File: config.mk
export PLATFORM = sky130hd
export DESIGN_NAME = err_capture_unit
export DESIGN_NICKNAME = d
export VERILOG_FILES = /design/src/rtl/ecu_pkg.sv /design/src/rtl/ecu_flag_bank.sv /design/src/rtl/ecu_snap.sv /design/src/rtl/ecu_regif.sv /design/src/rtl/err_capture_unit.sv
export SDC_FILE = /design/constraint.sdc
export NUM_CORES = 1
export LEC_CHECK = 0
export CAP_MARGIN = 10
export CORE_MARGIN = 5
export CORE_UTILIZATION = 48
export DETAILED_ROUTE_END_ITERATION = 10
export PLACE_DENSITY = 0.8
export SKIP_CTS_REPAIR_TIMING = 1
export SLEW_MARGIN = 10
export SYNTH_ARGS = -nofsm -noshare
export SYNTH_HDL_FRONTEND = slang
export SYNTH_SLANG_ARGS = --single-unit
File: constraint.sdc
create_clock -name clk_i -period 3.2 [get_ports clk_i]
set_input_delay 0.64 -clock clk_i [delete_from_list [all_inputs] [get_ports clk_i]]
set_output_delay 0.64 -clock clk_i [all_outputs]
set_load 0.02 [all_outputs]
File: src/rtl/ecu_pkg.sv
`timescale 1ns/1ps
package ecu_pkg;
  localparam int FLAG_W  = 8;
  localparam int SRC_BIT = 3;
  localparam int INV_BIT = 7;
  typedef enum logic [2:0] {
    RA_DET_A = 3'd0,
    RA_DET_B = 3'd1,
    RA_EN_A  = 3'd2,
    RA_EN_B  = 3'd3,
    RA_CTL   = 3'd4,
    RA_ADDR  = 3'd5,
    RA_STAT  = 3'd6
  } reg_addr_e;
endpackage

File: src/rtl/ecu_flag_bank.sv
`timescale 1ns/1ps
module ecu_flag_bank #(
  parameter int           W         = 8,
  parameter logic [W-1:0] ATTR_MASK = '0
) (
  input  logic         clk_i,
  input  logic         rst_ni,
  input  logic [W-1:0] evt_i,
  input  logic [W-1:0] en_i,
  input  logic [W-1:0] clr_i,
  input  logic [W-1:0] attr_set_i,
  output logic [W-1:0] flags_o,
  output logic [W-1:0] acc_o,
  output logic         rem_zero_o
);
  logic [W-1:0] flags_q;
  logic [W-1:0] keep_w;

  for (genvar b = 0; b < W; b++) begin : g_bit
    // attribute positions are written only by the capture path
    assign acc_o[b]  = evt_i[b] & en_i[b] & ~ATTR_MASK[b];
    assign keep_w[b] = flags_q[b] & ~clr_i[b];
    always_ff @(posedge clk_i or negedge rst_ni) begin
      if (!rst_ni) flags_q[b] <= 1'b0;
      else         flags_q[b] <= keep_w[b] | acc_o[b] | attr_set_i[b];
    end
  end

  assign flags_o    = flags_q;
  assign rem_zero_o = ~|keep_w;
endmodule

File: src/rtl/ecu_snap.sv
`timescale 1ns/1ps
module ecu_snap #(
  parameter int ADDR_W = 32,
  parameter int CS_W   = 8,
  parameter int PS_W   = 8
) (
  input  logic              clk_i,
  input  logic              rst_ni,
  input  logic              cap_i,
  input  logic [ADDR_W-1:0] addr_i,
  input  logic [CS_W-1:0]   cs_i,
  input  logic [PS_W-1:0]   ps_i,
  output logic [ADDR_W-1:0] addr_o,
  output logic [CS_W-1:0]   cs_o,
  output logic [PS_W-1:0]   ps_o
);
  always_ff @(posedge clk_i or negedge rst_ni) begin
    if (!rst_ni) begin
      addr_o <= '0;
      cs_o   <= '0;
      ps_o   <= '0;
    end else if (cap_i) begin
      addr_o <= addr_i;
      cs_o   <= cs_i;
      ps_o   <= ps_i;
    end
  end
endmodule

File: src/rtl/ecu_regif.sv
`timescale 1ns/1ps
module ecu_regif
  import ecu_pkg::*;
#(
  parameter int ADDR_W = 32,
  parameter int CS_W   = 8,
  parameter int PS_W   = 8,
  parameter int DATA_W = 32
) (
  input  logic              clk_i,
  input  logic              rst_ni,
  input  logic              we_i,
  input  logic [2:0]        addr_i,
  input  logic [FLAG_W-1:0] wdata_i,
  input  logic [FLAG_W-1:0] det_a_i,
  input  logic [FLAG_W-1:0] det_b_i,
  input  logic [ADDR_W-1:0] snap_addr_i,
  input  logic [CS_W-1:0]   snap_cs_i,
  input  logic [PS_W-1:0]   snap_ps_i,
  output logic [FLAG_W-1:0] clr_a_o,
  output logic [FLAG_W-1:0] clr_b_o,
  output logic [FLAG_W-1:0] en_a_o,
  output logic [FLAG_W-1:0] en_b_o,
  output logic              abort_en_o,
  output logic [DATA_W-1:0] rdata_o
);
  reg_addr_e ra;
  assign ra = reg_addr_e'(addr_i);

  assign clr_a_o = (we_i && ra == RA_DET_A) ? wdata_i : '0;
  assign clr_b_o = (we_i && ra == RA_DET_B) ? wdata_i : '0;

  always_ff @(posedge clk_i or negedge rst_ni) begin
    if (!rst_ni) begin
      en_a_o     <= '0;
      en_b_o     <= '0;
      abort_en_o <= 1'b0;
    end else if (we_i) begin
      if (ra == RA_EN_A) en_a_o     <= wdata_i;
      if (ra == RA_EN_B) en_b_o     <= wdata_i;
      if (ra == RA_CTL)  abort_en_o <= wdata_i[0];
    end
  end

  always_comb begin
    rdata_o = '0;
    unique case (ra)
      RA_DET_A: rdata_o[FLAG_W-1:0] = det_a_i;
      RA_DET_B: rdata_o[FLAG_W-1:0] = det_b_i;
      RA_EN_A:  rdata_o[FLAG_W-1:0] = en_a_o;
      RA_EN_B:  rdata_o[FLAG_W-1:0] = en_b_o;
      RA_CTL:   rdata_o[0]          = abort_en_o;
      RA_ADDR:  rdata_o[ADDR_W-1:0] = snap_addr_i;
      RA_STAT:  rdata_o[CS_W+PS_W-1:0] = {snap_ps_i, snap_cs_i};
      default:  rdata_o = '0;
    endcase
  end
endmodule

File: src/rtl/err_capture_unit.sv
`timescale 1ns/1ps
module err_capture_unit
  import ecu_pkg::*;
#(
  parameter int ADDR_W = 32,
  parameter int CS_W   = 8,
  parameter int PS_W   = 8,
  parameter int DATA_W = 32
) (
  input  logic              clk_i,
  input  logic              rst_ni,
  input  logic [FLAG_W-1:0] err_a_i,
  input  logic [FLAG_W-1:0] err_b_i,
  input  logic              err_pci_i,
  input  logic              err_addr_bad_i,
  input  logic [ADDR_W-1:0] err_addr_i,
  input  logic [CS_W-1:0]   cpu_stat_i,
  input  logic [PS_W-1:0]   pci_stat_i,
  input  logic              reg_we_i,
  input  logic [2:0]        reg_addr_i,
  input  logic [FLAG_W-1:0] reg_wdata_i,
  output logic [DATA_W-1:0] reg_rdata_o,
  output logic              mcp_o,
  output logic              tea_o
);
  localparam logic [FLAG_W-1:0] ATTR_A = FLAG_W'(1) << SRC_BIT;
  localparam logic [FLAG_W-1:0] ATTR_B = FLAG_W'(1) << INV_BIT;

  logic [FLAG_W-1:0] det_a_q, det_b_q, acc_a, acc_b;
  logic [FLAG_W-1:0] clr_a, clr_b, en_a, en_b, attr_a, attr_b;
  logic              rz_a, rz_b, first_w, acc_any, cap_w, abort_en, tea_q;
  logic [ADDR_W-1:0] snap_addr;
  logic [CS_W-1:0]   snap_cs;
  logic [PS_W-1:0]   snap_ps;

  // first error: nothing left set once this cycle's clear is applied
  assign first_w = rz_a & rz_b;
  assign acc_any = (|acc_a) | (|acc_b);
  assign cap_w   = acc_any & first_w;
  assign attr_a  = (cap_w && err_pci_i) ? ATTR_A : '0;
  assign attr_b  = (cap_w && err_pci_i && err_addr_bad_i) ? ATTR_B : '0;

  ecu_flag_bank #(.W(FLAG_W), .ATTR_MASK(ATTR_A)) u_bank_a (
    .clk_i, .rst_ni, .evt_i(err_a_i), .en_i(en_a), .clr_i(clr_a),
    .attr_set_i(attr_a), .flags_o(det_a_q), .acc_o(acc_a), .rem_zero_o(rz_a)
  );

  ecu_flag_bank #(.W(FLAG_W), .ATTR_MASK(ATTR_B)) u_bank_b (
    .clk_i, .rst_ni, .evt_i(err_b_i), .en_i(en_b), .clr_i(clr_b),
    .attr_set_i(attr_b), .flags_o(det_b_q), .acc_o(acc_b), .rem_zero_o(rz_b)
  );

  ecu_snap #(.ADDR_W(ADDR_W), .CS_W(CS_W), .PS_W(PS_W)) u_snap (
    .clk_i, .rst_ni, .cap_i(cap_w), .addr_i(err_addr_i), .cs_i(cpu_stat_i),
    .ps_i(pci_stat_i), .addr_o(snap_addr), .cs_o(snap_cs), .ps_o(snap_ps)
  );

  ecu_regif #(.ADDR_W(ADDR_W), .CS_W(CS_W), .PS_W(PS_W), .DATA_W(DATA_W)) u_regif (
    .clk_i, .rst_ni, .we_i(reg_we_i), .addr_i(reg_addr_i), .wdata_i(reg_wdata_i),
    .det_a_i(det_a_q), .det_b_i(det_b_q), .snap_addr_i(snap_addr),
    .snap_cs_i(snap_cs), .snap_ps_i(snap_ps), .clr_a_o(clr_a), .clr_b_o(clr_b),
    .en_a_o(en_a), .en_b_o(en_b), .abort_en_o(abort_en), .rdata_o(reg_rdata_o)
  );

  always_ff @(posedge clk_i or negedge rst_ni) begin
    if (!rst_ni) tea_q <= 1'b0;
    else         tea_q <= acc_any & ~err_pci_i & abort_en;
  end

  assign tea_o = tea_q;
  assign mcp_o = (|(det_a_q & ~ATTR_A)) | (|(det_b_q & ~ATTR_B));
endmodule

# After elaboration in Yosys (flattened, before gate mapping)

Index checks and enable logic that the tools add are counted.

Register bits: 82
Input bits: 80
Logic and storage cells: 136

Eq/ne operators: 6
Mux-type cells: 8
Bitwise logic cells: 83
Reduce and logical (&&, ||, !) cells: 16

Operators by type and width:

| cell               | count |
|---|---|
| $pmux 7 s6         | 1 |
| $and 1x1->1        | 34 |
| $or 1x1->1         | 28 |
| $reduce_or 7->1    | 4 |
| $mux 8             | 3 |
| $not 1->1          | 17 |
| $mux 16            | 1 |
| $pmux 8 s2         | 1 |
| $reduce_or 8->1    | 2 |
| $eq 3x3->1 const B | 3 |
| $pmux 1 s7         | 1 |
| $eq 3x2->1 const B | 2 |
| $reduce_and 2->1   | 3 |
| $logic_and 1x1->1  | 4 |
| $mux 4             | 1 |
| $or 1x1->1 const B | 4 |
| $eq 3x1->1 const B | 1 |
| $logic_not 3->1    | 1 |
| $logic_not 1->1    | 2 |

# Longest topological paths before layout

Depth after elaboration: 13
Depth in mapped cells: 9

# Hierarchy

From an unflattened synthesis, not the netlist that was laid out.

Cells, all modules: 353
Area, all modules: 4,344.2 sq um

By module, submodules not included:

| module                   | instances | cells each | area each (sq um) |
|---|---|---|---|
| ecu_snap                 | 1         | 101        | 1,860.5 |
| ecu_regif                | 1         | 156        | 1,514.0 |
| ecu_flag_bank (u_bank_a) | 1         | 39         | 405.4 |
| ecu_flag_bank (u_bank_b) | 1         | 38         | 400.4 |
| err_capture_unit         | 1         | 19         | 163.9 |

# Worst setup path before layout

No wires, ideal clock.

Path kind: input-to-reg
Start point: in reg_addr_i[2]
End point: reg u_snap.addr_o[0]
Library setup time: 125 ps
Data arrival time: 3,002 ps
Required time: 3,075 ps
Slack: 73 ps
Stages: 9
Buffers on the path: 3
Cells stage by stage: buf_2 or4b_4 o21ai_1 nand4_1 or4_1 or4_1 buf_2 buf_6 mux2_4

Cells in the longest elaborated chain, start to end: 9

RTL lines:

| item                                                 | line                             | text |
|---|---|---|
| from (decl)                                          | err_capture_unit.sv:20           | `input logic [2:0] reg_addr_i,` |
| $eq 3x1->1 / $logic_not 3->1 (equally long branches) | ecu_regif.sv:31, ecu_regif.sv:30 |  |
| $logic_and 1x1->1, on equally long branches          | ecu_regif.sv:31, ecu_regif.sv:30 |  |
| $mux 8, on equally long branches                     | ecu_regif.sv:31, ecu_regif.sv:30 |  |
| $not 1->1                                            | ecu_flag_bank.sv:22              | `assign keep_w[b] = flags_q[b] & ~clr_i[b];` |
| $and 1x1->1                                          | ecu_flag_bank.sv:22              |  |
| $reduce_or 8->1                                      | ecu_flag_bank.sv:30              | `assign rem_zero_o = ~\|keep_w;` |
| $logic_not 1->1                                      | ecu_flag_bank.sv:30              |  |
| $and 1x1->1 (*)                                      | err_capture_unit.sv:37           | `assign first_w = rz_a & rz_b;` |
| $and 1x1->1 (*)                                      | err_capture_unit.sv:39           | `assign cap_w = acc_any & first_w;` |
| to (signal assigned)                                 | ecu_snap.sv:23                   | `addr_o <= addr_i;` |
| to (decl)                                            | ecu_snap.sv:13                   | `output logic [ADDR_W-1:0] addr_o,` |

Mark *: on every way between the ends. The rest lies on a longest branch, timed or not.
A chain may end at the register's enable or synchronous reset.

# Worst setup path in the final report

Start point: in reg_wdata_i[2]
End point: reg u_snap.addr_o[31]

Cells in the longest elaborated chain, start to end: 7

RTL lines:

| item                             | line                             | text |
|---|---|---|
| from (decl)                      | err_capture_unit.sv:21           | `input logic [FLAG_W-1:0] reg_wdata_i,` |
| $mux 8, on equally long branches | ecu_regif.sv:30, ecu_regif.sv:31 |  |
| $not 1->1                        | ecu_flag_bank.sv:22              |  |
| $and 1x1->1                      | ecu_flag_bank.sv:22              |  |
| $reduce_or 8->1                  | ecu_flag_bank.sv:30              |  |
| $logic_not 1->1                  | ecu_flag_bank.sv:30              |  |
| $and 1x1->1 (*)                  | err_capture_unit.sv:37           |  |
| $and 1x1->1 (*)                  | err_capture_unit.sv:39           |  |

Marked as above.

==> key figures <==
Run status
  – Outcome: complete, no violations

Worst setup path
  – Worst r2r src: u_bank_b.flags_o[0]$_DFF_PN0_
  – CP Capture Type: register
  – Worst EP required: roughly 3.4 ns
  – Critical-path top delay cell: or4_1
  – Crit Path Max Fanout: 16
  – Setup crit start kind: input port
  – CP Cell Sequence: clkdlybuf4s50_1 -> nand3b_1 -> o21ai_0 -> nand2_1 -> or4_1 -> or4_4 -> clkbuf_16 -> mux2_4
  – Peak per-stage delay on the critical path: 0.52 ns
  – R2R depth: 6
  – CP top delay family: simple AND/OR/NAND/NOR gates
  – Buf/Inv on CP: 2
  – R2r setup slk: 0.86 ns
  – R2r endpoint: u_snap.addr_o[31]$_DFFE_PN0P_
  – Critical path launch point: reg_wdata_i[2]
  – Setup CP Type: in2reg
  – WP data arrival: 3.17 ns

Floorplanning
  – DIE AREA: ~10000 µm²
  – Site Rows: 33
  – Die Span X: about 100 µm
  – # IOs: roughly 110
  – Die height: around 100 µm
  – Initial Utilization: 49.7%
  – Core area: between 8000 and 9000 µm²

STA
  – Minimum clock period: 2.93 ns
  – Slew @ Worst Pin: between 1 and 1.5 ns
  – Maximum clock frequency: about 0.34 GHz
  – Final setup margin: roughly 0.27 ns
  – Setup Skew: between 0.01 and 0.015 ns
  – Final max-slew violation count: 0
  – Rel. slew slack: between 20 and 30%
  – Hold Vio Cnt, Final: 0
  – Final-report setup violation count: 0
  – Final Cycle Share: approximately 90%
  – RSZ-0062 raised after global routing: false

Synthesis
  – Synth top area share: 50.0%
  – Post-synthesis sequential area ratio: about half
  – Synthesized area: 4100 µm²
  – Synth Instances: 345
  – Area leader, netlist: dfrtp_1
  – Count of different cell masters after synthesis: 39
  – Top cells by area, synth: dfrtp_1 50%, mux2_4 18%, mux2_2 5.2%
  – Synth warnings: 0
  – Synth Register Bits: slightly above 80
  – Syn_nets: between 400 and 500
  – Avg Inst Size Synth: approximately 12 µm²

Detailed routing
  – DRT Wirelength: around 12000 µm
  – Vias/cell: about 5.5
  – Iteration-0 DRC Markers: about 150
  – Pre-antenna DRT Iters: 4
  – Avg WL per Cell: 19.5 µm
  – Vias: 3346
  – DRC violations left: 0
  – Antenna Nets Post-Route: 0

Global routing
  – Antenna violations before repair: 0
  – Largest net degree at the start of global routing: 83
  – Number of global-route vias before repair: around 3600
  – Residual overflow from global routing: 0
  – First-pass GRT wire length: 18500 µm
  – Total Routing Usage GR: between 20% and 30%

Finish
  – Area grow syn2layout: 44.4%
  – Most frequent cells in the layout: 82 x dfrtp_1, 74 x clkdlybuf4s50_1, 48 x mux2_4
  – Nets: roughly 570
  – Final core utilization: 71.7%
  – Layout cell share with drive strength beyond 1: 27.9%
  – Antenna diode count: 0
  – Commonest non-fill, non-tap cell in the layout: dfrtp_1
  – Filler cell count: ~600

Clock network
  – H-tree levels: 3
  – Clk root buf: clkbuf_8
  – CTS tree: built
  – Clock transition at path regs: roughly 0.09 ns
  – CTS Buffer Depth: 2
  – Number of CTS-inserted buffers: 9
  – Sinks on Clock Net: between 80 and 90
  – Clk Latency, worst-skew pair: 0.35 ns

Placement
  – DP Wirelength: slightly below 9000 µm
  – Placer congestion estimate: a little under 1
  – DP Worst Slack: -0.525 ns
  – PortBufs: between 100 and 150

Pwr
  – Leak: between 3 and 4 nW
  – Pwr dens: approximately 430 nW/µm²
  – Pwr Total: approximately 2.6 mW
  – Peak VDD IR: ~0.00024 V

Hold path
  – Worst hold path type: in2async

Job
  – Max-cap violations: 0
cells by family (layout without fill, tap and decap cells):
kind of cell	after synthesis	in the layout	synth area share, %
buffers and inverters	30	183	3.90
AND/OR/NAND/NOR	104	104	12.9
multiplexers	74	74	24.8
AO/OA/AOI/OAI	55	55	8.39
flip-flops	82	82	50.0
final cells by class:
class	instances	area [µm²]	area share, %
tap	105	131	2.22
clock inverter	6	47.5	0.803
timing repair buffer	159	1610	27.2
inverter	8	30.0	0.507
multi-input combinational	233	1910	32.3
clock buffer	10	138	2.32
sequential	82	2050	34.6
per-layer routing:
metal  up-vias  part of all wire, %  global-route usage (%)
met2       118                   48                    36.6
met4         0                  2.1                    6.76
met5         -                    0                       0
li1       1552                    -                       -
met1      1657                   43                    31.3
met3        19                  6.2                    5.05
worst register-to-register path, cell delays in order, from the launching register on:
cell       delay, ns
dfrtp_1         0.44
o21ai_1         0.13
nand2_1         0.08
or4_1           0.52
or4_4           0.51
clkbuf_16       0.24
mux2_4          0.31
per-stage QoR:
stage	hold WS [ns]	area, µm²	TNS [ns]	cells
6_report	0.459	5920	0	603
5_1_grt	0.518	5920	0	603
4_1_cts	0.511	5750	-13.54	600
3_5_place_dp	0.486	5570	-31.74	584
3_3_place_gp	0.484	5570	-33.44	584
2_1_floorplan	0.344	4100	0	345
power by group:
group,switching [mW],leakage (nW),internal (mW)
combinational,0.241,2.22,0.350
sequential,0.104,1.04,1.17
clock,0.396,0.0933,0.310
flip-flops by register name (all words and copies together), names as in the netlist, 8 cells and up:
name,flops
u_snap.addr_o,32
u_bank_a.flags_o,8
u_bank_b.flags_o,8
u_regif.en_a_o,8
u_regif.en_b_o,8
u_snap.cs_o,8
u_snap.ps_o,8
Yosys cell counts:
cell type  number
a21boi_0        1
nand3_1         2
and2_1          1
or4_1           2
clkbuf_1       11
nor4bb_1        1
buf_6           6
o21ai_1         8
a21o_1          2
and4_1          2
nand4bb_1       1
o31ai_1         2
a221oi_1        5
nand4_1         6
buf_2           2
or4b_4          1
mux4_2          1
o21ai_0        11
nand2_1        38
and3_1         18
nor2b_1         4
dfrtp_1        82
mux2i_1         5
o221ai_1        1
a22oi_1        10
buf_1           3
clkinv_1        2
a21oi_1        10
mux2_4         48
o21ai_2         1
nand3b_1        2
nor2_1         21
nor4_1          3
nand2b_1        1
mux2_2         19
nor3b_1         1
a31oi_1         4
inv_1           6
mux2_1          1
how the worst max path moves through the flow:
stage | endpoint | slack [ns] | cells past startpoint
4_1_cts | reg_rdata_o[6] | -0.37 | 7
2_1_floorplan | u_snap.addr_o[0]$_DFFE_PN0P_ | 0.07 | 9
3_5_place_dp | u_snap.addr_o[27]$_DFFE_PN0P_ | -0.52 | 8
3_3_place_gp | u_snap.addr_o[22]$_DFFE_PN0P_ | -0.56 | 8
5_1_grt | u_snap.cs_o[3]$_DFFE_PN0P_ | 0.19 | 8
6_report | u_snap.addr_o[31]$_DFFE_PN0P_ | 0.27 | 8
Power figures use the tool's default switching activity.
